**config.mk**
```make
export PLATFORM = sky130hd
export DESIGN_NAME = ps2_rx_port
export DESIGN_NICKNAME = d
export VERILOG_FILES = /design/src/rtl/ps2_rx_port.sv
export SDC_FILE = /design/constraint.sdc
export NUM_CORES = 2
export LEC_CHECK = 0
export ABC_CLOCK_PERIOD_IN_PS = 8700
export BUFFER_PORTS_ARGS = -buffer_cell sky130_fd_sc_hd__buf_2
export CAP_MARGIN = 10
export CELL_PAD_IN_SITES_DETAIL_PLACEMENT = 1
export CELL_PAD_IN_SITES_GLOBAL_PLACEMENT = 1
export CORE_ASPECT_RATIO = 0.6
export CORE_UTILIZATION = 56
export CTS_CLUSTER_DIAMETER = 30
export DETAILED_ROUTE_END_ITERATION = 8
export MAX_ROUTING_LAYER = met4
export PLACE_DENSITY = 0.85
export SYNTH_ARGS = -nofsm -noshare
export SYNTH_HDL_FRONTEND = slang
export SYNTH_SLANG_ARGS = --single-unit
```
**constraint.sdc**
```tcl
create_clock -name clk -period 8.7 [get_ports clk]
set_clock_uncertainty 0.15 [all_clocks]
set_input_delay 0.87 -clock clk [delete_from_list [all_inputs] [get_ports clk]]
set_output_delay 0.87 -clock clk [all_outputs]
set_load 0.005 [all_outputs]
```
**src/rtl/ps2_rx_port.sv**
```systemverilog
module ps2_rx_port #(
  parameter int DEPTH = 256,
  parameter int SYNC  = 2
) (
  input  logic        clk,
  input  logic        rst_n,
  input  logic        ps2_clk,
  input  logic        ps2_dat,
  input  logic [2:0]  bus_addr,
  input  logic        bus_rd,
  input  logic        bus_wr,
  input  logic [31:0] bus_wdata,
  output logic [31:0] bus_rdata,
  output logic        irq,
  output logic        cmd_valid,
  output logic [7:0]  cmd_byte,
  input  logic        cmd_ack,
  input  logic        cmd_err
);

  localparam int AW = $clog2(DEPTH);

  logic [SYNC-1:0] kclk_s, kdat_s;
  logic            kclk_d;
  logic [3:0]      bitcnt;
  logic [8:0]      shreg;
  logic [7:0]      mem [DEPTH];
  logic [AW-1:0]   wp, rp;
  logic [AW:0]     cnt;
  logic            re, ce;

  wire fall      = kclk_d & ~kclk_s[SYNC-1];
  wire din       = kdat_s[SYNC-1];
  wire frame_ok  = fall && bitcnt == 4'd10 && din && ^shreg;
  wire full      = cnt == (AW+1)'(DEPTH);
  wire nonempty  = cnt != '0;
  wire push      = frame_ok && !full;
  wire sel_ctrl  = bus_addr[2];
  wire pop       = bus_rd && !sel_ctrl && nonempty;
  wire ctrl_wr   = bus_wr && sel_ctrl;
  wire [7:0] head = mem[rp];
  wire unused_bits = ^{bus_addr[1:0], bus_wdata[31:11], bus_wdata[9:8]};

  always_ff @(posedge clk) begin
    if (!rst_n) begin
      kclk_s <= '1;
      kdat_s <= '1;
      kclk_d <= 1'b1;
    end else begin
      kclk_s <= {kclk_s[SYNC-2:0], ps2_clk};
      kdat_s <= {kdat_s[SYNC-2:0], ps2_dat};
      kclk_d <= kclk_s[SYNC-1];
    end
  end

  always_ff @(posedge clk) begin
    if (!rst_n) begin
      bitcnt <= '0;
      shreg  <= '0;
    end else if (fall) begin
      if (bitcnt == 4'd0) begin
        if (!din) bitcnt <= 4'd1;
      end else begin
        if (bitcnt != 4'd10) shreg <= {din, shreg[8:1]};
        bitcnt <= (bitcnt == 4'd10) ? 4'd0 : bitcnt + 4'd1;
      end
    end
  end

  always_ff @(posedge clk)
    if (push) mem[wp] <= shreg[7:0];

  always_ff @(posedge clk) begin
    if (!rst_n) begin
      wp  <= '0;
      rp  <= '0;
      cnt <= '0;
    end else begin
      if (push) wp <= wp + 1'b1;
      if (pop)  rp <= rp + 1'b1;
      if (push && !pop)      cnt <= cnt + 1'b1;
      else if (pop && !push) cnt <= cnt - 1'b1;
    end
  end

  always_ff @(posedge clk) begin
    if (!rst_n) begin
      re        <= 1'b0;
      ce        <= 1'b0;
      cmd_valid <= 1'b0;
      cmd_byte  <= '0;
    end else begin
      if (ctrl_wr) re <= bus_wdata[0];
      if (cmd_valid && cmd_ack && cmd_err) ce <= 1'b1;
      else if (ctrl_wr && !bus_wdata[10]) ce <= 1'b0;
      if (bus_wr && !sel_ctrl && !cmd_valid) begin
        cmd_valid <= 1'b1;
        cmd_byte  <= bus_wdata[7:0];
      end else if (cmd_valid && cmd_ack) begin
        cmd_valid <= 1'b0;
      end
    end
  end

  assign irq = re && nonempty;

  always_comb begin
    bus_rdata = '0;
    if (sel_ctrl) begin
      bus_rdata[0]  = re;
      bus_rdata[8]  = irq;
      bus_rdata[10] = ce;
    end else if (nonempty) begin
      bus_rdata[31:16] = 16'(cnt);
      bus_rdata[15]    = 1'b1;
      bus_rdata[7:0]   = head;
    end
  end


  full_drop_chk: assert property (@(posedge clk) disable iff (!rst_n)
    (frame_ok && full && !bus_rd) |=> cnt == $past(cnt) && wp == $past(wp));


  pop_dec_chk: assert property (@(posedge clk) disable iff (!rst_n)
    (pop && !frame_ok) |=> cnt == $past(cnt) - 1'b1);


  irq_hold_chk: assert property (@(posedge clk) disable iff (!rst_n)
    (irq && !ctrl_wr) |=> (irq || cnt == '0));


  cmd_hold_chk: assert property (@(posedge clk) disable iff (!rst_n)
    (cmd_valid && !cmd_ack) |=> (cmd_valid && $stable(cmd_byte)));


  ce_sticky_chk: assert property (@(posedge clk) disable iff (!rst_n)
    (ce && !(ctrl_wr && !bus_wdata[10])) |=> ce);

endmodule

```
==> impl_metrics.json <==
{
  "run_status": "complete, no violations",
  "place.gp.congestion": 0.969,
  "clockBufferDepth": 3,
  "maxSlewHeadroom_pct": 3.71,
  "worst_setup_path_start_kind": "flop",
  "vdd_drop_max_mv": 0.214,
  "crit_type": "reg -> out",
  "wl_mm": 246,
  "cellPowerDensity_nw_per_um2": 266,
  "rows": 108,
  "clk_pin_slew_ns": 0.07,
  "postCtsSetupBuffers": 0,
  "drtIter0Drc": 7824,
  "ioPinCount": 85,
  "worst_ep_arrival_time_ns": 6.28,
  "syn-cell-area_um2": 81900,
  "die_h_um": 298,
  "dp_cells": 5913,
  "grt_max_degree": 122,
  "synth_edf_count": 2048,
  "initial_core_util_pct": 56.6,
  "nets": 4276,
  "synth_top_flop_cell": "edfxtp_1",
  "maxCapViolCount": 0,
  "synthCells": 4113,
  "vias": 45000,
  "viasPerCell": 7.10,
  "wl_per_cell_um": 38.7,
  "ys.warnings.count": 0,
  "antenna_found_initial": 11,
  "core_um2": 145000,
  "power_leakage_uw": 0.0282,
  "grt_overflow": 0,
  "synth.lib_cells_used.distinct": 59,
  "postRouteAntennaNets": 0,
  "grt_pass1_wl_mm": 349,
  "cts_hold_repair.buffers": 0,
  "die_x_um": 496,
  "setup-tns-final_ns": 0,
  "h-tree-depth": 4,
  "drive_above_1_share_pct": 21.4,
  "grtUsageTotal_pct": 34.7,
  "worst_pin_slew_ns": 1.41,
  "reg2reg_setup_slack_ns": 3.15,
  "grt_pass1_vias": 46500,
  "final_cells": 6347,
  "seq_area_frac_synth_pct": 76.6,
  "worst-path-max-fanout": 31,
  "ys_ff_latch": 2110,
  "tritoncts": "yes",
  "clock_latency_ns": 0.86,
  "rsz0062_at_grt": "no",
  "drc": 0,
  "setup_viol": 0,
  "hold_viol_final": 0,
  "fin_crit_ns": 7.30,
  "cts-resized-gates": 0,
  "setup.worst_path.end_class": "output pin",
  "hp-class": "in -> reg",
  "fmax_mhz": 137,
  "fin_crit_sh_pct": 83.9,
  "clockRootBuffer": "clkbuf_16",
  "worstPathRequired_ns": 7.68,
  "clkSinkCount": 2110,
  "whs_ns": 0.0660,
  "dr.pass1.iters": 6,
  "place_hpwl_mm": 137,
  "cts_inserted_buffers": 223,
  "syn2layout_area_growth_pct": 12.1,
  "synth_area_per_cell_um2": 19.9,
  "io_buffer_count": 47,
  "async_flop_share_pct": 0,
  "die_area_um2": 148000,
  "slew_violations": 0
}
power by group:
part / leakage (uW) / internal [uW] / switching, uW
Combinational: 0.00496 / 1490 / 1760
Sequential: 0.0195 / 11000 / 87.3
Clock: 0.00375 / 5680 / 4480
state kept, by name, indices dropped and copies added (netlist names), named ones only:
name	count
re	1
wp	8
kclk_s	2
mem	2048
bitcnt	4
rp	8
cnt	9
kdat_s	2
ce	1
kclk_d	1
shreg	9
cmd_valid	1
cmd_byte	8
cell families after synthesis:
group	count (synthesis)	share of synthesized area [%]
adder cells (fa/ha/maj)	18	0.284
AND/OR/NAND/NOR	617	3.41
buffers and inverters	269	1.68
AO/OA/AOI/OAI	435	3.90
XOR/XNOR	22	0.252
other	1	0.00458
flip-flops	2110	76.6
multiplexers	641	13.9
cells in the mapped netlist (19+ instances only):
| cell | n | area [um2] |
|---|---|---|
| nand4_1 | 22 | 138 |
| nand3_1 | 79 | 395 |
| o22ai_1 | 35 | 219 |
| nand2_1 | 124 | 465 |
| buf_6 | 19 | 214 |
| mux4_2 | 398 | 8960 |
| a221oi_1 | 56 | 490 |
| mux2i_1 | 239 | 2390 |
| a21oi_1 | 70 | 350 |
| buf_4 | 27 | 203 |
| edfxtp_1 | 2048 | 61500 |
| and2_1 | 27 | 169 |
| dfxtp_1 | 62 | 1240 |
| buf_2 | 98 | 490 |
| clkbuf_1 | 100 | 375 |
| a22oi_1 | 132 | 991 |
| nor2_1 | 273 | 1020 |
| nor2b_1 | 39 | 244 |
| a22o_1 | 57 | 499 |
worst paths after layout:
| path | from | to | cells past startpoint |
|---|---|---|---|
| worst min register to register | kdat_s[0] | kdat_s[1] | 1 |
| worst max register to register | shreg[2] | mem[220][2] | 9 |
| worst max-delay path | flop | bus_rdata[6] | 9 |
| worst min-delay path | ps2_clk | kclk_s[0] | 2 |
cell type report:
type	instances	area [um2]
Timing Repair Buffer	126	908
Multi-Input combinational cell	1745	17900
Sequential cell	2110	62800
Fill cell	11800	53000
Inverter	9	33.8
Clock buffer	245	5690
Tap cell	1925	2410
Antenna cell	10	25.0
Clock inverter	177	2090
cells in the final DEF, fill, tap and decap left out, types with 70 or more instances in the layout:
cell type | netlist | routed
mux4_2 | 398 | 398
a22oi_1 | 132 | 132
nor2_1 | 273 | 271
mux2i_1 | 239 | 239
a21oi_1 | 70 | 70
buf_4 | 27 | 72
clkbuf_16 | 0 | 224
nand3_1 | 79 | 79
nand2_1 | 124 | 124
edfxtp_1 | 2048 | 2048
per-stage QoR:
stage	total power (uW)	worst slack, ns	instance area, um2	util, %
2_1_floorplan	13600	1.80	82000	-
3_3_place_gp	14300	2.88	84000	58.0
3_5_place_dp	14400	2.77	84000	58.0
4_1_cts	24500	1.57	91800	63.4
5_1_grt	24900	1.40	91900	63.4
6_report	24500	1.40	91900	63.4
worst max-delay path, cell delays in order (launching register included):
cell	delay (ns)
dfxtp_4	0.79
buf_4	0.62
buf_4	0.65
mux4_2	0.60
a22o_1	0.27
a221oi_1	0.45
o22ai_1	0.42
a2111oi_0	0.90
o22ai_1	0.39
buf_2	0.24
routing by layer:
layer | up-vias | part of all wire [%] | routed length, um | track usage (%)
met5 | - | 0 | 0 | -
met4 | 0 | 4.3 | 10700 | 13.6
met3 | 670 | 13 | 32500 | 8.84
met2 | 3835 | 46 | 113000 | 50.9
met1 | 23400 | 36 | 89300 | 47.1
li1 | 17200 | - | - | -
No activity file was read; power rests on OpenSTA's default activity.
